--- src/rtl/fs_pkg.sv ---
package fs_pkg;
  localparam int unsigned NCAUSE  = 6;
  localparam int unsigned C_TSD   = 0;
  localparam int unsigned C_OTP   = 1;
  localparam int unsigned C_POVP  = 2;
  localparam int unsigned C_OVLD  = 3;
  localparam int unsigned C_SCP   = 4;
  localparam int unsigned C_VOVP  = 5;
  typedef logic [NCAUSE-1:0] cause_t;
endpackage

--- src/rtl/fs_deglitch.sv ---
module fs_deglitch #(
  parameter int unsigned FILT = 4
) (
  input  logic clk_i,
  input  logic rst_ni,
  input  logic clr_i,
  input  logic in_i,
  output logic det_o
);
  localparam int unsigned CW = $clog2(FILT + 1) + 1;

  generate
    if (FILT == 0) begin : g_bypass
      assign det_o = in_i;
    end else begin : g_count
      logic [CW-1:0] cnt_q;
      always_ff @(posedge clk_i or negedge rst_ni) begin
        if (!rst_ni)                      cnt_q <= '0;
        else if (clr_i || !in_i)          cnt_q <= '0;
        else if (cnt_q != CW'(FILT))      cnt_q <= cnt_q + 1'b1;
      end
      assign det_o = (cnt_q == CW'(FILT));

      // qualification only follows a high sample
      assert_det_after_high_R2: assert property (@(posedge clk_i) disable iff (!rst_ni)
        det_o |-> $past(in_i));
    end
  endgenerate
endmodule

--- src/rtl/fs_recovery_timer.sv ---
module fs_recovery_timer #(
  parameter int unsigned AR_CYC = 1000
) (
  input  logic clk_i,
  input  logic rst_ni,
  input  logic start_i,
  input  logic run_i,
  output logic done_o
);
  localparam int unsigned TW = $clog2(AR_CYC + 1) + 1;
  logic [TW-1:0] cnt_q;

  always_ff @(posedge clk_i or negedge rst_ni) begin
    if (!rst_ni)                                cnt_q <= '0;
    else if (start_i)                           cnt_q <= '0;
    else if (run_i && cnt_q != TW'(AR_CYC))     cnt_q <= cnt_q + 1'b1;
  end
  assign done_o = (cnt_q == TW'(AR_CYC));

  // count never passes its limit
  assert_timer_bounded_R6: assert property (@(posedge clk_i) disable iff (!rst_ni)
    cnt_q <= TW'(AR_CYC));
endmodule

--- src/rtl/fault_supervisor.sv ---
module fault_supervisor
  import fs_pkg::*;
#(
  parameter int unsigned OTP_FILT_CYC = 4000,
  parameter int unsigned OVP_FILT_CYC = 1000,
  parameter int unsigned VCC_FILT_CYC = 600,
  parameter int unsigned AR_CYC       = 200000000,
  parameter bit          PIN_LATCH    = 1'b0
) (
  input  logic              clk_i,
  input  logic              rst_ni,
  input  logic              ctrl_rst_i,
  input  logic              tsd_i,
  input  logic              otp_low_i,
  input  logic              otp_rec_i,
  input  logic              pin_ovp_i,
  input  logic              vcc_ovp_i,
  input  logic              ss_done_i,
  input  logic              ovld_exp_i,
  input  logic              scp_exp_i,
  output logic              fault_o,
  output logic              lowpwr_o,
  output logic [NCAUSE-1:0] cause_o
);
  logic   fault_q, ss_seen_q;
  cause_t cause_q, trig, rel;
  logic   filt_clr, otp_gate, otp_det, povp_det, vovp_det;
  logic   ar_done, enter, leave;

  assign filt_clr = fault_q | ctrl_rst_i;
  assign otp_gate = ss_seen_q | ss_done_i;

  fs_deglitch #(.FILT(OTP_FILT_CYC)) u_otp (
    .clk_i(clk_i), .rst_ni(rst_ni), .clr_i(filt_clr),
    .in_i(otp_low_i & otp_gate), .det_o(otp_det));
  fs_deglitch #(.FILT(OVP_FILT_CYC)) u_povp (
    .clk_i(clk_i), .rst_ni(rst_ni), .clr_i(filt_clr),
    .in_i(pin_ovp_i), .det_o(povp_det));
  fs_deglitch #(.FILT(VCC_FILT_CYC)) u_vovp (
    .clk_i(clk_i), .rst_ni(rst_ni), .clr_i(filt_clr),
    .in_i(vcc_ovp_i), .det_o(vovp_det));

  always_comb begin
    trig         = '0;
    trig[C_TSD]  = tsd_i;
    trig[C_OTP]  = otp_det;
    trig[C_POVP] = povp_det;
    trig[C_OVLD] = ovld_exp_i;
    trig[C_SCP]  = scp_exp_i;
    trig[C_VOVP] = vovp_det;
  end

  assign enter = !fault_q && !ctrl_rst_i && (trig != '0);

  fs_recovery_timer #(.AR_CYC(AR_CYC)) u_tmr (
    .clk_i(clk_i), .rst_ni(rst_ni), .start_i(enter | ctrl_rst_i),
    .run_i(fault_q), .done_o(ar_done));

  // per-cause release rule
  always_comb begin
    rel         = '0;
    rel[C_TSD]  = !tsd_i;
    rel[C_OTP]  = !PIN_LATCH && ar_done && otp_rec_i;
    rel[C_POVP] = !PIN_LATCH && ar_done && !pin_ovp_i;
    rel[C_OVLD] = ar_done;
    rel[C_SCP]  = ar_done;
    rel[C_VOVP] = 1'b0;
  end

  assign leave = fault_q && ((rel | ~cause_q) == '1);

  always_ff @(posedge clk_i or negedge rst_ni) begin
    if (!rst_ni) begin
      fault_q   <= 1'b0;
      cause_q   <= '0;
      ss_seen_q <= 1'b0;
    end else if (ctrl_rst_i) begin
      fault_q   <= 1'b0;
      cause_q   <= '0;
      ss_seen_q <= 1'b0;
    end else begin
      ss_seen_q <= fault_q ? 1'b0 : otp_gate;
      if (enter) begin
        fault_q <= 1'b1;
        cause_q <= trig;
      end else if (leave) begin
        fault_q <= 1'b0;
        cause_q <= '0;
      end
    end
  end

  assign fault_o  = fault_q;
  assign lowpwr_o = fault_q;
  assign cause_o  = cause_q;

  assert_cause_in_fault_R11: assert property (@(posedge clk_i) disable iff (!rst_ni)
    fault_q |-> (cause_q != '0));
  assert_cause_idle_R11: assert property (@(posedge clk_i) disable iff (!rst_ni)
    !fault_q |-> (cause_q == '0));
  assert_vcc_latched_R8: assert property (@(posedge clk_i) disable iff (!rst_ni)
    (fault_q && cause_q[C_VOVP] && !ctrl_rst_i) |=> fault_q);
  assert_pin_ovp_hold_R5: assert property (@(posedge clk_i) disable iff (!rst_ni)
    (fault_q && cause_q[C_POVP] && pin_ovp_i && !ctrl_rst_i) |=> fault_q);
  assert_tsd_hold_R7: assert property (@(posedge clk_i) disable iff (!rst_ni)
    (fault_q && cause_q[C_TSD] && tsd_i && !ctrl_rst_i) |=> fault_q);
  assert_timer_exit_R6: assert property (@(posedge clk_i) disable iff (!rst_ni)
    ($fell(fault_q) && !$past(ctrl_rst_i) && ($past(cause_q[C_OVLD]) || $past(cause_q[C_SCP])))
      |-> $past(ar_done));
  assert_otp_gated_R3: assert property (@(posedge clk_i) disable iff (!rst_ni)
    ($rose(fault_q) && cause_q[C_OTP]) |-> $past(ss_seen_q));
  assert_ctrl_rst_R9: assert property (@(posedge clk_i) disable iff (!rst_ni)
    ctrl_rst_i |=> !fault_q);
endmodule

--- config.mk ---
export PLATFORM = sky130hd
export DESIGN_NAME = fault_supervisor
export DESIGN_NICKNAME = d
export VERILOG_FILES = /design/src/rtl/fs_pkg.sv /design/src/rtl/fs_deglitch.sv /design/src/rtl/fs_recovery_timer.sv /design/src/rtl/fault_supervisor.sv
export SDC_FILE = /design/constraint.sdc
export NUM_CORES = 1
export LEC_CHECK = 0
export BUFFER_PORTS_ARGS = -buffer_cell sky130_fd_sc_hd__clkbuf_2
export CAP_MARGIN = 10
export CORE_MARGIN = 2
export CORE_UTILIZATION = 45
export CTS_CLUSTER_SIZE = 28
export DETAILED_ROUTE_END_ITERATION = 10
export PLACE_DENSITY = 0.73
export SYNTH_ARGS = -nofsm -noshare
export SYNTH_HDL_FRONTEND = slang
export SYNTH_HIERARCHICAL = 1
export SYNTH_SLANG_ARGS = --single-unit
--- constraint.sdc ---
create_clock -name clk_i -period 8.51 [get_ports clk_i]
set_clock_uncertainty 0.15 [all_clocks]
set_input_delay 1.2765 -clock clk_i [delete_from_list [all_inputs] [get_ports clk_i]]
set_output_delay 1.2765 -clock clk_i [all_outputs]
set_load 0.05 [all_outputs]
==> out/qor.yml, run 1 <==
status:
  status: "complete, no violations"
clocking:
  path_clk_slew_ns: 0.08
  hold_buffers: 0
  cts_sinks: 72
  cts_resized: 0
  cts_buffer_depth: 2
  clkLatencyLatePin_ns: 0.35
  cts_made_buffers: 9
  cts_setup_buffers: 0
  cts_tree: "done"
  cts_root_buf: "clkbuf_8"
  cts_max_level: 3
setup_path:
  r2r_cells: 10
  worstSetupEndpointType: "register"
  endpoint: "u_tmr/cnt_q[8]$_DFFE_PN0P_"
  worst_ep_required_time_ns: 8.66
  worstSetupStartpoint: "u_otp/g_count.cnt_q[0]$_DFFE_PN0P_"
  cp_top_family: "simple AND/OR/NAND/NOR gates"
  rrSetupSlack_ns: 5.32
  cp_common_cell: "inv_1"
  r2r_start: "u_otp/g_count.cnt_q[0]$_DFFE_PN0P_"
  cp.buffers_inverters: 2
  path_cells: "inv_1 > ha_1 > nor4bb_1 > and4_1 > nor4_1 > a21oi_1 > nor2_4 > inv_1 > or4_1 > nand2_1"
  crit_type: "register to register"
  cp.arrival_ns: 3.34
  startpoint_type: "register"
  cp.depth: 10
  slowest_stage: "or4_1"
  critPathMaxStageDelay_ns: 0.64
  cp_max_fo: 33
  reg2reg_to: "u_tmr/cnt_q[8]$_DFFE_PN0P_"
pwr:
  power.density_nw_per_um2: 152.3
  p_leak_nw: 1.766
  p_total_mw: 0.6643
  peakVddDrop_uv: 89.50
route:
  drc_errors: 0
  drt_iter0_markers: 167
  viasPerCell: 5.777
  drt_pass1_iterations: 4
  wl_mm: 7.695
  wire_per_inst_um: 14.28
  route.vias.total: 3114
  drtAntennaViolNets: 0
synthesis:
  synth_top_family_by_area: "simple AND/OR/NAND/NOR gates"
  yosys.area.top_type: "dfrtp_1"
  synthAdderAreaFrac: 0.02502
  yosysUniqueCellTypes: 66
  synthMuxAreaShare: 0.01814
  synth_commonest_cells: "dfrtp_1 (72), nor2_1 (43), nand2_1 (27)"
  synth.area.top_cells: "dfrtp_1 (45%), xor2_1 (4.2%), nor2_1 (4.0%), a21oi_1 (3.0%), nand3_1 (2.6%)"
  synth_edf_count: 0
  yosysSeqAreaShare: 0.4503
  synth_nets: 429
  syn_avg_cell_area_um2: 9.759
  synth-xor-area-share: 0.06785
  synth_warnings: 6
  netlist_area_um2: 4001
  yosysMostFrequentCell: "dfrtp_1"
  synth-seq-cells: 72
  ys_async_sr_fraction: 1.000
  synth_compound_area_frac: 0.1082
  synth-main-ff-cell: "dfrtp_1"
  postSynthCellCount: 410
  synth_top_area_frac: 0.4503
  synth_simple_gate_area_frac: 0.2980
placed_design:
  dp_hpwl_mm: 5.373
  globalplace.congestion: 0.8674
  portBuffers: 18
  place_inst: 523
  placed_cell_area_um2: 4170
  place_ws_ns: 5.035
timing:
  setup_viol: 0
  hold_violations: 0
  period_share: 0.3746
  setup_slack_ns: 5.322
  max_freq_mhz: 313.7
  layout_min_cycle_time_ns: 3.188
  rsz0062_at_grt: "false"
  timing.slew.headroom: 0.3819
  timing.setup.tns_ns: 0
  worstMarginPinSlew_ns: 0.9261
  holdWs_ns: 0.3399
  final-max-slew-violation-count: 0
floorplanning:
  die_h_um: 98.30
  fp.dieW_um: 98.30
  coreArea_um2: 8678
  ios: 19
  fp-row-count: 34
  die_area_um2: 9662
  start_util: 0.4611
min_path:
  worstHoldPathType: "register to register"
finish:
  layout.nets: 445
  diodes: 0
  layout-drive-gt1-share: 0.1415
  design_area_um2: 4362
  stdcell_count: 539
  fill_cells: 806
  syn2layout_area_growth_pct: 9.006
  fin_util: 0.5026
global_route:
  grt_util_met2: 0.2601
  grtUsageMet3: 0.02935
  grt.overflow.total: 0
  grt_use_met1: 0.2403
  grt.total_usage: 0.1712
  antenna_found_initial: 0
  first_global_vias: 2934
  grt_max_degree: 73
  grt.busiest_layer: "met2"
  grt_pass1_wl_mm: 13.51
run:
  maxCapViolations: 0
## logic make-up after synthesis
kind of cell / count (synthesis)
AO/OA/AOI/OAI: 65
XOR/XNOR: 31
adder cells (fa/ha/maj): 8
buffers and inverters: 32
flip-flops: 72
multiplexers: 7
AND/OR/NAND/NOR: 195
## worst min path at each step
stage / start / cells past startpoint / to
after global placement: ss_seen_q$_DFF_PN0_ / 2 / ss_seen_q$_DFF_PN0_
final: ss_seen_q$_DFF_PN0_ / 2 / ss_seen_q$_DFF_PN0_
after CTS: ss_seen_q$_DFF_PN0_ / 2 / ss_seen_q$_DFF_PN0_
after detailed placement: ss_seen_q$_DFF_PN0_ / 2 / ss_seen_q$_DFF_PN0_
after global routing: ss_seen_q$_DFF_PN0_ / 2 / ss_seen_q$_DFF_PN0_
after floorplan: ss_seen_q$_DFF_PN0_ / 2 / ss_seen_q$_DFF_PN0_
## power by group
part           internal [mW]  leakage (nW)  total, mW  switching [mW]
Sequential             0.345         0.999      0.351         0.00530
Combinational         0.0117         0.672     0.0440          0.0323
Clock                  0.145        0.0949      0.270           0.125
## placed cells by master (no fill, tap or decap), types with 3 or more instances in the layout
master	Yosys	layout
clkbuf_8	0	10
nor2b_1	5	5
or3_1	12	12
and4_1	6	6
or4_1	6	6
nor3_1	11	11
o21ai_1	3	3
o31ai_1	8	8
o21ai_0	11	11
nand4_1	14	14
a21oi_1	24	24
dfrtp_1	72	72
nor2_1	43	43
and3_1	6	6
ha_1	8	8
nand2_1	27	27
nor4_1	5	5
clkbuf_1	7	4
nand3_1	21	21
mux2i_1	5	5
xor2_1	19	19
nand2b_1	7	7
clkbuf_2	2	17
xnor2_1	12	12
a32o_2	5	5
o2111ai_1	3	3
inv_1	19	19
## sequential cells by signal (all words and copies together), names as in the netlist
register / count
fault_o: 1
u_tmr/cnt_q: 29
cause_o: 6
ss_seen_q: 1
u_vovp/g_count.cnt_q: 11
u_povp/g_count.cnt_q: 11
u_otp/g_count.cnt_q: 13
## per-layer routing
metal / vias up / part of all wire
li1: 1516 / -
met1: 1525 / 0.50
met2: 60 / 0.46
met3: 13 / 0.032
met4: 0 / 0.016
met5: - / 0
## area by class of cell
cell class / instances / area [µm²] / area share
Clock buffer: 14 / 152.6 / 0.03500
Sequential cell: 72 / 1802 / 0.4131
Inverter: 19 / 71.32 / 0.01635
Multi-Input combinational cell: 306 / 2069 / 0.4745
Clock inverter: 2 / 38.79 / 0.008893
Timing Repair Buffer: 18 / 92.59 / 0.02123
Tap cell: 108 / 135.1 / 0.03098
## worst reg2reg max path, stage by stage (launching register included)
cell      delay, ns
dfrtp_1        0.41
inv_1          0.08
ha_1           0.19
nor4bb_1       0.15
and4_1         0.27
nor4_1         0.38
a21oi_1        0.17
nor2_4         0.19
inv_1          0.42
or4_1          0.66
nand2_1        0.07
Power figures use the tool's default switching activity.
==> run 2: changes to the inputs <==
ABC_AREA = 1   (was unset)
clock period = 3.3 ns   (was 8.51 ns; I/O delays follow)
==> run 2 against run 1 <==
Compared with the run above: final area rose by 15%; hold slack got worse by 0.23 ns; largest cell class unchanged; sequential share of layout area fell by 5.5 points; synthesized area rose by 16%; utilization fell by 0.92 points; count of clock-buffer cells in the layout fell by 1; highest routed layer unchanged; critical path depth rose by 6; register-to-register slack got worse by 4.9 ns; wire length rose by 38%; sequential power rose to 2.6 times the previous value; clock power rose by 140%; power rose to 2.7 times the previous value.
==> out/qor.yml, run 2 <==
setup_path:
  r2r_cells: 16  # +6
  startpoint_type: "register"
  cp.arrival_ns: 3.01  # -0.33 ns
  rrSetupSlack_ns: 0.38  # -4.94 ns
  worstSetupEndpointType: "register"
  cp_common_cell: "inv_1"
  cp_max_fo: 13  # -61%
  path_cells: "inv_1 > ha_1 > nand2_1 > inv_1 > nand2_1 > nor2_1 > nand2_1 > inv_1 > nor2_2 > nand3_2 > a21oi_4 > inv_1 > clkinvlp_4 > buf_4 > nand3_1 > o21ai_0"
  reg2reg_to: "u_tmr/cnt_q[0]$_DFFE_PN0P_"
  critPathMaxStageDelay_ns: 0.45  # -0.19 ns
  r2r_start: "u_povp/g_count.cnt_q[0]$_DFFE_PN0P_"
  worst_ep_required_time_ns: 3.39  # -5.27 ns
  cp.buffers_inverters: 6  # +4
  crit_type: "register to register"
  slowest_stage: "dfrtp_1"
  cp_top_family: "buffers and inverters"
synthesis:
  syn_avg_cell_area_um2: 6.714  # -31%
  ys_async_sr_fraction: 1.000  # unchanged
  yosysMostFrequentCell: "nand2_1"
  synth_warnings: 6  # unchanged
  synth_edf_count: 0  # unchanged
  synth_commonest_cells: "nand2_1 (236), nor2_1 (115), inv_1 (79)"
  yosysSeqAreaShare: 0.3867  # -0.06360
  synth-seq-cells: 72  # unchanged
  synth_top_area_frac: 0.3867  # -0.06360
  netlist_area_um2: 4659  # +16%
  synth_nets: 713  # +66%
  postSynthCellCount: 694  # +69%
  synth.area.top_cells: "dfrtp_1 (39%), nand2_1 (19%), nor2_1 (9.3%), inv_1 (6.4%), nand3_1 (5.9%)"
  yosys.area.top_type: "dfrtp_1"
  yosysUniqueCellTypes: 28  # -58%
  synth-main-ff-cell: "dfrtp_1"
global_route:
  first_global_vias: 4229  # +44%
  antenna_found_initial: 0  # unchanged
  grt.total_usage: 0.2088  # +0.03758
  grt_max_degree: 73  # unchanged
  grt.overflow.total: 0  # unchanged
  grt_pass1_wl_mm: 18.93  # +40%
finish:
  fin_util: 0.4934  # -0.009229
  fill_cells: 1019  # +26%
  final_cell_mix: "nand2_1 (235), nor2_1 (115), inv_1 (78)"
  final_common_cell: "nand2_1"
  layout.nets: 731  # +64%
  diodes: 0  # unchanged
  layout-drive-gt1-share: 0.08939  # -0.05215
  stdcell_count: 852  # +58%
  syn2layout_area_growth_pct: 7.841
  largest_reg_flops: 29  # unchanged
  design_area_um2: 5025  # +15%
  largest-register: "u_tmr/cnt_q"
  reg_top3: "u_tmr/cnt_q x29, u_otp/g_count.cnt_q x13"
placed_design:
  place_inst: 837  # +60%
  portBuffers: 18  # unchanged
  dp_hpwl_mm: 7.659  # +43%
  placed_cell_area_um2: 4845  # +16%
  globalplace.congestion: 0.9531  # +9.9%
timing:
  period_share: 0.8846  # +0.5100
  max_freq_mhz: 342.6  # +9.2%
  final-max-slew-violation-count: 0  # unchanged
  setup_viol: 0  # unchanged
  rsz0062_at_grt: "false"
  timing.slew.headroom: 0.3870  # +0.005105
  holdWs_ns: 0.1114  # -0.2285 ns
  layout_min_cycle_time_ns: 2.919  # -0.2688 ns
  timing.setup.tns_ns: 0  # unchanged
  worstMarginPinSlew_ns: 0.9195  # -0.006637 ns
  hold_violations: 0  # unchanged
pwr:
  power.density_nw_per_um2: 351.3  # +130%
  p_leak_nw: 2.314  # +31%
  peakVddDrop_uv: 253.5  # +180%
run:
  maxCapViolations: 0  # unchanged
route:
  wl_mm: 10.64  # +38%
  drt_pass1_iterations: 5  # +1
  viasPerCell: 5.174  # -10%
  drt_iter0_markers: 297  # +78%
  top_layer: "met4"
  m1WireLength_mm: 4.830  # +27%
  drtAntennaViolNets: 0  # unchanged
  wire_per_inst_um: 12.49  # -13%
  route.vias.total: 4408  # +42%
  drc_errors: 0  # unchanged
  met3WireLength_um: 666  # +170%
  wl_met2_mm: 4.930  # +40%
clocking:
  cts_buffer_depth: 2  # unchanged
  cts_max_level: 3  # unchanged
  cts_tree: "done"
  clkLatencyLatePin_ns: 0.36  # about the same
  cts_made_buffers: 9  # unchanged
  cts_root_buf: "clkbuf_8"
  cts_sinks: 72  # unchanged
  path_clk_slew_ns: 0.08  # about the same
floorplanning:
  die_area_um2: 11180  # +16%
  start_util: 0.4575  # -0.003579
  fp-row-count: 37  # +8.8%
  ios: 19  # unchanged
  die_h_um: 105.8  # +7.6%
  fp.dieW_um: 105.8  # +7.6%
  coreArea_um2: 10180  # +17%
min_path:
  worstHoldPathType: "primary input to async pin"
status:
  status: "complete, no violations"
[run 2: cell count changes after synthesis, moves of 8 or more]
| cell | before | now |
|---|---|---|
| a21oi_1 | 24 | 14 |
| inv_1 | 19 | 79 |
| nand2_1 | 27 | 236 |
| nand3_1 | 21 | 55 |
| nand4_1 | 14 | 29 |
| nor2_1 | 43 | 115 |
| nor2_2 | 0 | 14 |
| o31ai_1 | 8 | 0 |
| or3_1 | 12 | 0 |
| xnor2_1 | 12 | 1 |
[run 2: cell families (layout without fill, tap and decap cells)]
| logic type | Yosys count | in the layout | share of synthesized area |
|---|---|---|---|
| simple gates | 473 | 473 | 0.4398 |
| buf+inv | 93 | 115 | 0.08432 |
| flops | 72 | 72 | 0.3867 |
| compound gates | 35 | 35 | 0.04323 |
| xor+xnor | 13 | 13 | 0.02444 |
| fa+ha+maj | 8 | 8 | 0.02148 |
[run 2: metrics by stage]
| stage | setup WS, ns | power (mW) |
|---|---|---|
| 2_1_floorplan | 0.8435 | 1.075 |
| 3_3_place_gp | 0.5464 | 1.125 |
| 3_5_place_dp | 0.3171 | 1.132 |
| 4_1_cts | 0.2954 | 1.791 |
| 5_1_grt | 0.04839 | 1.843 |
| 6_report | 0.3809 | 1.765 |
[run 2: per-layer routing]
metal / vias up / GRT usage
met4: 0 / 0.09868
met1: 2042 / 0.2782
met5: - / 0
met2: 143 / 0.3258
met3: 16 / 0.04205
li1: 2207 / -
[run 2: worst reg2reg max path: stages (launching register included)]
cell	delay, ns
dfrtp_1	0.45
inv_1	0.12
ha_1	0.17
nand2_1	0.06
inv_1	0.06
nand2_1	0.04
nor2_1	0.18
nand2_1	0.13
inv_1	0.10
nor2_2	0.04
nand3_2	0.10
a21oi_4	0.09
inv_1	0.31
clkinvlp_4	0.34
buf_4	0.28
nand3_1	0.09
o21ai_0	0.08
[run 2: repair_timing]
item,4_1_cts,5_1_grt
endpoints found under the setup margin,0,10
hold buffers,0,0
buffers inserted,0,0
gates resized for setup,0,2
[run 2: power by group]
part           internal [mW]  total (mW)  switching, mW
clock network          0.311       0.650          0.340
logic                 0.0449       0.202          0.157
registers              0.896       0.913         0.0176
[run 2: how the worst max path moves through the flow]
stage	from	endpoint	slack, ns	cells after the start
4_1_cts	u_povp/g_count.cnt_q[0]$_DFFE_PN0P_	u_tmr/cnt_q[0]$_DFFE_PN0P_	0.30	15
6_report	u_povp/g_count.cnt_q[0]$_DFFE_PN0P_	u_tmr/cnt_q[0]$_DFFE_PN0P_	0.38	16
3_3_place_gp	u_povp/g_count.cnt_q[0]$_DFFE_PN0P_	u_tmr/cnt_q[3]$_DFFE_PN0P_	0.55	16
5_1_grt	u_povp/g_count.cnt_q[0]$_DFFE_PN0P_	u_tmr/cnt_q[0]$_DFFE_PN0P_	0.05	16
3_5_place_dp	u_povp/g_count.cnt_q[0]$_DFFE_PN0P_	u_tmr/cnt_q[4]$_DFFE_PN0P_	0.32	16
2_1_floorplan	u_povp/g_count.cnt_q[0]$_DFFE_PN0P_	u_tmr/cnt_q[25]$_DFFE_PN0P_	0.84	17
[run 2: area by class of cell]
class	count	area (µm²)	area share
Sequential cell	72	1802	0.3586
Clock inverter	2	15.01	0.002988
Tap cell	136	170.2	0.03386
Clock buffer	13	158.9	0.03162
Timing Repair Buffer	20	107.6	0.02141
Multi-Input combinational cell	529	2467	0.4910
Inverter	80	304.0	0.06051
